[config.mk]
export PLATFORM = sky130hd
export DESIGN_NAME = spi_reg_slave
export DESIGN_NICKNAME = d
export VERILOG_FILES = /design/src/rtl/spi_rf_pkg.sv /design/src/rtl/spi_frame_port.sv /design/src/rtl/spi_cmd_decode.sv /design/src/rtl/spi_reg_bank.sv /design/src/rtl/spi_reg_slave.sv
export SDC_FILE = /design/constraint.sdc
export NUM_CORES = 1
export LEC_CHECK = 0
export BUFFER_PORTS_ARGS = -buffer_cell sky130_fd_sc_hd__buf_2
export CAP_MARGIN = 15
export CORE_UTILIZATION = 32
export CTS_CLUSTER_SIZE = 8
export DETAILED_ROUTE_END_ITERATION = 6
export SLEW_MARGIN = 20
export SYNTH_ARGS = -nofsm -noshare
export SYNTH_HDL_FRONTEND = slang
export SYNTH_SLANG_ARGS = --single-unit
[constraint.sdc]
create_clock -name clk -period 2.4 [get_ports clk]
set_input_delay 0.12 -clock clk [delete_from_list [all_inputs] [get_ports clk]]
set_output_delay 0.12 -clock clk [all_outputs]
set_load 0.1 [all_outputs]
[src/rtl/spi_rf_pkg.sv]
// Package: shared frame constants and decoded command type for the SPI
// register slave. Field positions here follow the command frame layout.
package spi_rf_pkg;

    localparam int FRAME_W = 16;
    localparam int BYTE_W  = 8;
    localparam int DIAG_W  = FRAME_W - 4;
    localparam int A0_W    = 4;
    localparam int A1_W    = 2;

    // Flag positions inside the diagnosis word
    localparam int FLAG_FRAME = FRAME_W - 2;
    localparam int FLAG_RST   = FRAME_W - 3;
    localparam int FLAG_SYN   = FRAME_W - 4;

    typedef enum logic [2:0] {
        OP_DIAG,
        OP_WRITE,
        OP_READ,
        OP_SRST,
        OP_BAD
    } op_e;

    typedef struct packed {
        op_e                op;
        logic [A0_W-1:0]    a0;
        logic [A1_W-1:0]    a1;
        logic [BYTE_W-1:0]  data;
    } cmd_t;

endpackage

[src/rtl/spi_frame_port.sv]
// spi_frame_port: serial shifter and frame-length check.
// Assumes cs_n/sclk/sdi are synchronous to clk, SCLK is idle low and
// each SCLK level lasts at least two clk cycles. Loads the pending reply at
// chip-select fall, shifts the reply out (then SDI delayed by FRAME_W bits),
// and flags the chip-select rise together with the length check result.
module spi_frame_port
    import spi_rf_pkg::*;
#(
    parameter int WORD_W = FRAME_W,
    parameter int UNIT_W = BYTE_W
) (
    input  logic              clk,
    input  logic              rst_n,
    input  logic              cs_n,
    input  logic              sclk,
    input  logic              sdi,
    input  logic [WORD_W-1:0] reply_i,
    output logic              sdo,
    output logic              sdo_oe,
    output logic              frame_end,
    output logic              frame_ok,
    output logic [WORD_W-1:0] cmd_o
);

    localparam int CW        = $clog2(UNIT_W);
    localparam int MIN_UNITS = WORD_W / UNIT_W;
    localparam int BCW       = $clog2(MIN_UNITS + 1);
    localparam logic [CW-1:0]  LAST_BIT  = CW'(UNIT_W - 1);
    localparam logic [BCW-1:0] UNITS_MIN = BCW'(MIN_UNITS);

    logic              sclk_q;
    logic              cs_q;
    logic              frame_start;
    logic              rise;
    logic              fall;
    logic [WORD_W-1:0] rx_q;
    logic [WORD_W-1:0] tx_q;
    logic [CW-1:0]     bit_q;
    logic [BCW-1:0]    unit_q;

    // Edge detection of chip select and serial clock
    always_ff @(posedge clk) begin
        if (!rst_n) begin
            sclk_q <= 1'b0;
            cs_q   <= 1'b1;
        end else begin
            sclk_q <= sclk;
            cs_q   <= cs_n;
        end
    end

    assign frame_start = !cs_n && cs_q;
    assign frame_end   = cs_n && !cs_q;
    assign rise        = !cs_n && sclk && !sclk_q;
    assign fall        = !cs_n && !sclk && sclk_q;

    // Receive shifter: SDI into the low end on each rising SCLK
    always_ff @(posedge clk) begin
        if (!rst_n) begin
            rx_q <= '0;
        end else if (rise) begin
            rx_q <= {rx_q[WORD_W-2:0], sdi};
        end
    end

    // Transmit shifter: reply load at frame start, refill from receive side
    always_ff @(posedge clk) begin
        if (!rst_n) begin
            tx_q <= '0;
        end else if (frame_start) begin
            tx_q <= reply_i;
        end else if (fall) begin
            tx_q <= {tx_q[WORD_W-2:0], rx_q[0]};
        end
    end

    // Clock counting: bit position in unit and saturating unit count
    always_ff @(posedge clk) begin
        if (!rst_n) begin
            bit_q  <= '0;
            unit_q <= '0;
        end else if (frame_start) begin
            bit_q  <= '0;
            unit_q <= '0;
        end else if (rise) begin
            if (bit_q == LAST_BIT) begin
                bit_q <= '0;
                if (unit_q != UNITS_MIN) begin
                    unit_q <= unit_q + 1'b1;
                end
            end else begin
                bit_q <= bit_q + 1'b1;
            end
        end
    end

    // Output enable registered from chip select
    always_ff @(posedge clk) begin
        if (!rst_n) begin
            sdo_oe <= 1'b0;
        end else begin
            sdo_oe <= !cs_n;
        end
    end

    assign sdo      = tx_q[WORD_W-1];
    assign frame_ok = (bit_q == '0) && (unit_q == UNITS_MIN);
    assign cmd_o    = rx_q;

endmodule

[src/rtl/spi_cmd_decode.sv]
// spi_cmd_decode: classifies a received 16-bit frame into an operation and
// extracts its fields. Purely combinational; assumes the frame is complete.
// Addresses outside the configured bank/index range become OP_BAD, except
// the dedicated software reset address on a write.
module spi_cmd_decode
    import spi_rf_pkg::*;
#(
    parameter int               N_REGS  = 10,
    parameter int               N_BANKS = 2,
    parameter logic [A0_W-1:0]  SRST_A0 = 4'hF,
    parameter logic [A1_W-1:0]  SRST_A1 = 2'b11
) (
    input  logic [FRAME_W-1:0] frame_i,
    output cmd_t               cmd_o
);

    logic [1:0]        head;
    logic [1:0]        tail;
    logic [A0_W-1:0]   a0;
    logic [A1_W-1:0]   a1;
    logic              addr_ok;
    logic              srst_hit;

    assign head     = frame_i[FRAME_W-1 -: 2];
    assign tail     = frame_i[1:0];
    assign a0       = frame_i[FRAME_W-3 -: A0_W];
    assign a1       = frame_i[FRAME_W-3-A0_W -: A1_W];
    assign addr_ok  = ({1'b0, a0} < (A0_W+1)'(N_REGS)) &&
                      ({1'b0, a1} < (A1_W+1)'(N_BANKS));
    assign srst_hit = (a0 == SRST_A0) && (a1 == SRST_A1);

    // Operation classification in priority order
    always_comb begin
        cmd_o.a0   = a0;
        cmd_o.a1   = a1;
        cmd_o.data = frame_i[BYTE_W-1:0];
        if (head == 2'b10) begin
            if (srst_hit)     cmd_o.op = OP_SRST;
            else if (addr_ok) cmd_o.op = OP_WRITE;
            else              cmd_o.op = OP_BAD;
        end else if (head == 2'b11) begin
            cmd_o.op = OP_BAD;
        end else if (tail == 2'b01) begin
            cmd_o.op = OP_DIAG;
        end else if (head == 2'b01 && tail == 2'b10 && addr_ok) begin
            cmd_o.op = OP_READ;
        end else begin
            cmd_o.op = OP_BAD;
        end
    end

endmodule

[src/rtl/spi_reg_bank.sv]
// spi_reg_bank: N_BANKS x N_REGS file of 8-bit registers with one write
// port, one combinational read port and a synchronous clear. Assumes the
// caller only presents in-range addresses with we asserted.
module spi_reg_bank
    import spi_rf_pkg::*;
#(
    parameter int N_REGS  = 10,
    parameter int N_BANKS = 2
) (
    input  logic                             clk,
    input  logic                             rst_n,
    input  logic                             we,
    input  logic                             clr,
    input  logic [A0_W-1:0]                  a0,
    input  logic [A1_W-1:0]                  a1,
    input  logic [BYTE_W-1:0]                wdata,
    output logic [BYTE_W-1:0]                rdata,
    output logic [N_BANKS*N_REGS*BYTE_W-1:0] regs_o
);

    logic [BYTE_W-1:0] mem [N_BANKS][N_REGS];

    // Storage: reset, software clear, addressed write
    always_ff @(posedge clk) begin
        if (!rst_n || clr) begin
            for (int b = 0; b < N_BANKS; b++) begin
                for (int i = 0; i < N_REGS; i++) begin
                    mem[b][i] <= '0;
                end
            end
        end else if (we) begin
            for (int b = 0; b < N_BANKS; b++) begin
                for (int i = 0; i < N_REGS; i++) begin
                    if (a1 == A1_W'(b) && a0 == A0_W'(i)) begin
                        mem[b][i] <= wdata;
                    end
                end
            end
        end
    end

    // Read multiplexer
    always_comb begin
        rdata = '0;
        for (int b = 0; b < N_BANKS; b++) begin
            for (int i = 0; i < N_REGS; i++) begin
                if (a1 == A1_W'(b) && a0 == A0_W'(i)) begin
                    rdata = mem[b][i];
                end
            end
        end
    end

    for (genvar gb = 0; gb < N_BANKS; gb++) begin : g_bank
        for (genvar gi = 0; gi < N_REGS; gi++) begin : g_reg
            assign regs_o[(gb*N_REGS+gi)*BYTE_W +: BYTE_W] = mem[gb][gi];
        end
    end

endmodule

[src/rtl/spi_reg_slave.sv]
// spi_reg_slave: SPI command slave with a reply deferred to the next frame.
// Assumes SPI inputs are synchronous to clk. Acts on a frame at the
// chip-select rise: writes, reads, diagnosis reads and software reset.
// Length and syntax faults are refused and flagged in the next reply.
module spi_reg_slave
    import spi_rf_pkg::*;
#(
    parameter int N_REGS  = 10,
    parameter int N_BANKS = 2
) (
    input  logic                             clk,
    input  logic                             rst_n,
    input  logic                             cs_n,
    input  logic                             sclk,
    input  logic                             sdi,
    input  logic [DIAG_W-1:0]                diag_i,
    output logic                             sdo,
    output logic                             sdo_oe,
    output logic [N_BANKS*N_REGS*BYTE_W-1:0] regs_o
);

    localparam int REGS_W = N_BANKS * N_REGS * BYTE_W;
    localparam logic [FRAME_W-1:0] RST_REPLY = FRAME_W'(1) << FLAG_RST;

    logic               frame_end;
    logic               frame_ok;
    logic [FRAME_W-1:0] cmd_w;
    logic [FRAME_W-1:0] reply_q;
    logic [BYTE_W-1:0]  rdata;
    logic               accept;
    cmd_t               dec;

    spi_frame_port #(.WORD_W(FRAME_W), .UNIT_W(BYTE_W)) u_port (
        .clk       (clk),
        .rst_n     (rst_n),
        .cs_n      (cs_n),
        .sclk      (sclk),
        .sdi       (sdi),
        .reply_i   (reply_q),
        .sdo       (sdo),
        .sdo_oe    (sdo_oe),
        .frame_end (frame_end),
        .frame_ok  (frame_ok),
        .cmd_o     (cmd_w)
    );

    spi_cmd_decode #(.N_REGS(N_REGS), .N_BANKS(N_BANKS)) u_dec (
        .frame_i (cmd_w),
        .cmd_o   (dec)
    );

    assign accept = frame_end && frame_ok;

    spi_reg_bank #(.N_REGS(N_REGS), .N_BANKS(N_BANKS)) u_bank (
        .clk    (clk),
        .rst_n  (rst_n),
        .we     (accept && dec.op == OP_WRITE),
        .clr    (accept && dec.op == OP_SRST),
        .a0     (dec.a0),
        .a1     (dec.a1),
        .wdata  (dec.data),
        .rdata  (rdata),
        .regs_o (regs_o)
    );

    // Reply builder: captures the answer at the end of each frame
    always_ff @(posedge clk) begin
        if (!rst_n) begin
            reply_q <= RST_REPLY;
        end else if (frame_end) begin
            if (!frame_ok) begin
                reply_q <= {4'b0100, diag_i};
            end else begin
                unique case (dec.op)
                    OP_DIAG, OP_WRITE: reply_q <= {4'b0000, diag_i};
                    OP_SRST:           reply_q <= {4'b0010, diag_i};
                    OP_READ:           reply_q <= {2'b10, dec.a0, dec.a1, rdata};
                    default:           reply_q <= {4'b0001, diag_i};
                endcase
            end
        end
    end

endmodule

==> impl_metrics.py <==
metrics = {
    "floorplan": {
        "ios": 179,
        "dieWidth_um": 176.8,
        "fp.dieH_um": 176.8,
        "die_area_um2": 31260,
        "rows": 63,
        "coreArea_um2": 29870,
        "start_util": 0.3273,
    },
    "global_route": {
        "grt_pass1_wl_mm": 50.76,
        "antenna_found_initial": 0,
        "grt_max_degree": 45,
        "track_usage": 0.2215,
        "overflow": 0,
        "grt_pass1_vias": 8009,
    },
    "logic_synthesis": {
        "syn-num-nets": 852,
        "ys_ff_latch": 216,
        "syn_inst": 831,
        "ys_seq_area_frac": 0.6060,
        "synthTopCellsByCount": "edfxtp_1 (160), nand2_1 (82), dfxtp_1 (56), nor2_1 (54), a21oi_1 (53)",
        "synth.top_cells.by_area": "edfxtp_1 (49%), dfxtp_1 (11%), and3_1 (3.3%)",
        "synth_most_common_cell": "edfxtp_1",
        "synth_top_cell_by_area": "edfxtp_1",
        "synth_cell_type_count": 74,
        "yosysTopAreaCellShare": 0.4914,
        "syn_avg_cell_area_um2": 11.77,
        "synth_ff_type": "edfxtp_1",
        "async_flop_share": 0,
        "yosys_warnings": 0,
        "netlist_area_um2": 9778,
        "synth_edf_count": 160,
    },
    "timing": {
        "maxSlewViolCount": 0,
        "tightest_slew_ns": 0.7334,
        "fmax_ghz": 0.4325,
        "relSlewSlack": 0.5110,
        "setup_viol": 0,
        "min_period_ns": 2.312,
        "skew_ns": 0.02347,
        "post-route-period-util": 0.9635,
        "rsz0062_at_grt": "yes",
        "final-hold-violation-count": 0,
    },
    "pwr": {
        "cellPowerDensity_nw_per_um2": 760.9,
        "vdd_drop_max_v": 0.0004880,
        "total_power_mw": 9.777,
        "leakagePower_nw": 4.954,
    },
    "critical_path": {
        "cp-start-kind": "flop",
        "r2r_cells": 8,
        "end_kind": "flop",
        "r2r-start": "u_port.cmd_o[10]$_SDFFE_PN0P_",
        "worstPathArrival_ns": 2.79,
        "cp.required_ns": 2.88,
        "r2r_slack_ns": 0.09,
        "crit_fanout": 9,
        "regToRegEndpoint": "reply_q[1]$_SDFFE_PN0P_",
        "crit_type": "flop to flop",
    },
    "hold_path": {
        "hold_start": "diag_i[1]",
        "holdPathEnd": "reply_q[1]$_SDFFE_PN0P_",
        "min_path_cells": 3,
        "hold_path_class": "primary input to flop",
    },
    "detailed_routing": {
        "postRouteAntennaNets": 0,
        "drc": 0,
        "num_vias": 8245,
        "wire_per_inst_um": 23.39,
        "wl_mm": 35.46,
        "dr.pass1.iters": 6,
        "drt_iter0_drc": 720,
        "vias_per_cell": 5.439,
    },
    "status": {
        "status": "completed",
    },
    "clocking": {
        "cts_root_buffer": "clkbuf_16",
        "clock_latency_ns": 0.56,
        "htreeDepth": 1,
        "clock_path_buffers": 3,
        "numCtsBuffers": 30,
        "cts_tree": "done",
        "path_clk_slew_ns": 0.06,
        "cts.sinks": 216,
        "postCtsSetupRepairBufs": 0,
    },
    "run": {
        "cap_violations": 0,
    },
    "finish": {
        "area_growth_pct": 31.41,
        "nNetsFinal": 1126,
        "utilization": 0.4301,
        "drive_gt1_frac": 0.3413,
    },
    "placement": {
        "gp_congestion": 0.8995,
        "io_buffers": 178,
        "post-dp-hpwl_mm": 26.48,
    },
}
[per-stage QoR]
| step | instance area [um^2] | worst slack, ns | TNS (ns) | hold WS [ns] | cells |
|---|---|---|---|---|---|
| after floorplan | 9783 | -0.03587 | -0.5738 | 0.1980 | 831 |
| after global placement | 11840 | -0.2128 | -0.2625 | 0.3975 | 1453 |
| after detailed placement | 11840 | -0.2189 | -0.5516 | 0.4028 | 1453 |
| after CTS | 12800 | 0.001207 | 0 | 0.01031 | 1515 |
| after global routing | 12850 | -0.02689 | -0.02689 | 0.006818 | 1515 |
| final | 12850 | 0.08762 | 0 | 0.01339 | 1516 |
[cell type report]
class	count	area, um^2
multi-input cells	534	3570
well taps	390	488.0
clock inverters	1	16.27
fillers	2815	17030
repair buffers	310	1961
clock buffers	51	829.5
diodes	1	2.502
flip-flops and latches	216	5934
inverters	13	48.80
[kinds of logic after synthesis]
logic type                 count (synthesis)  share of synthesized area
adders and majority gates                  4                   0.005119
DFF                                      216                     0.6060
buffers and inverters                     81                    0.03685
and+or+nand+nor                          298                     0.1653
xor gates and xnor gates                   1                  0.0008959
AOI/OAI and AO/OA                        194                     0.1333
muxes                                     37                    0.05246
[state kept, by name, indices dropped and copies added (netlist names)]
register	count
u_port.bit_q	3
u_port.tx_q	16
reply_q	16
u_port.cmd_o	16
u_port.cs_q	1
u_port.sclk_q	1
u_port.sdo_oe	1
u_bank.mem	160
u_port.unit_q	2
[timing repair]
item	in CTS	in global routing
resized for setup	8	15
endpoints found under the hold margin	11	0
hold buffers	10	0
pin swaps	0	0
setup endpoints to repair	26	75
[layer usage]
layer | track usage | wire length (um) | up-vias | part of all wire
li1 | - | - | 3700 | -
met1 | 0.2980 | 14790 | 4079 | 0.42
met2 | 0.3595 | 16930 | 393 | 0.48
met3 | 0.03673 | 2647 | 73 | 0.075
met4 | 0.07759 | 1083 | 0 | 0.031
met5 | 0 | 0 | - | 0
[critical path: stages (launching register included)]
cell	delay, ns
dfxtp_4	0.40
buf_4	0.19
nor4b_2	0.31
and2_1	0.30
buf_4	0.19
a222oi_1	0.14
and3b_1	0.22
o311a_1	0.30
a211oi_2	0.18
[how the worst max path moves through the flow]
stage	start	end	slack (ns)
3_5_place_dp	u_port.cmd_o[9]$_SDFFE_PN0P_	reply_q[6]$_SDFFE_PN0P_	-0.22
6_report	u_port.cmd_o[10]$_SDFFE_PN0P_	reply_q[1]$_SDFFE_PN0P_	0.09
3_3_place_gp	u_port.cmd_o[8]$_SDFFE_PN0P_	reply_q[6]$_SDFFE_PN0P_	-0.21
2_1_floorplan	u_port.bit_q[0]$_SDFFE_PP0P_	u_bank.mem[0][24]$_DFFE_PP_	-0.04
5_1_grt	u_port.cmd_o[10]$_SDFFE_PN0P_	reply_q[1]$_SDFFE_PN0P_	-0.03
4_1_cts	u_port.cmd_o[10]$_SDFFE_PN0P_	reply_q[1]$_SDFFE_PN0P_	0.001
[placed cells by master (no fill, tap or decap), types with 30 or more instances in the layout]
cell type and count:
buf_2 178, edfxtp_1 160, buf_4 117, nand2_1 81, a21oi_1 52, nor2_1 51
dfxtp_1 51, and3_1 50, o21ai_0 33, and2_1 32, clkbuf_16 30
[report_power, final]
group / switching, mW / leakage (nW) / internal (mW) / total [mW]
logic: 1.33 / 2.57 / 0.239 / 1.56
registers: 0.142 / 1.98 / 4.18 / 4.32
clock network: 1.58 / 0.401 / 2.31 / 3.89
total: 3.05 / 4.95 / 6.73 / 9.78
Power figures use the tool's default switching activity.
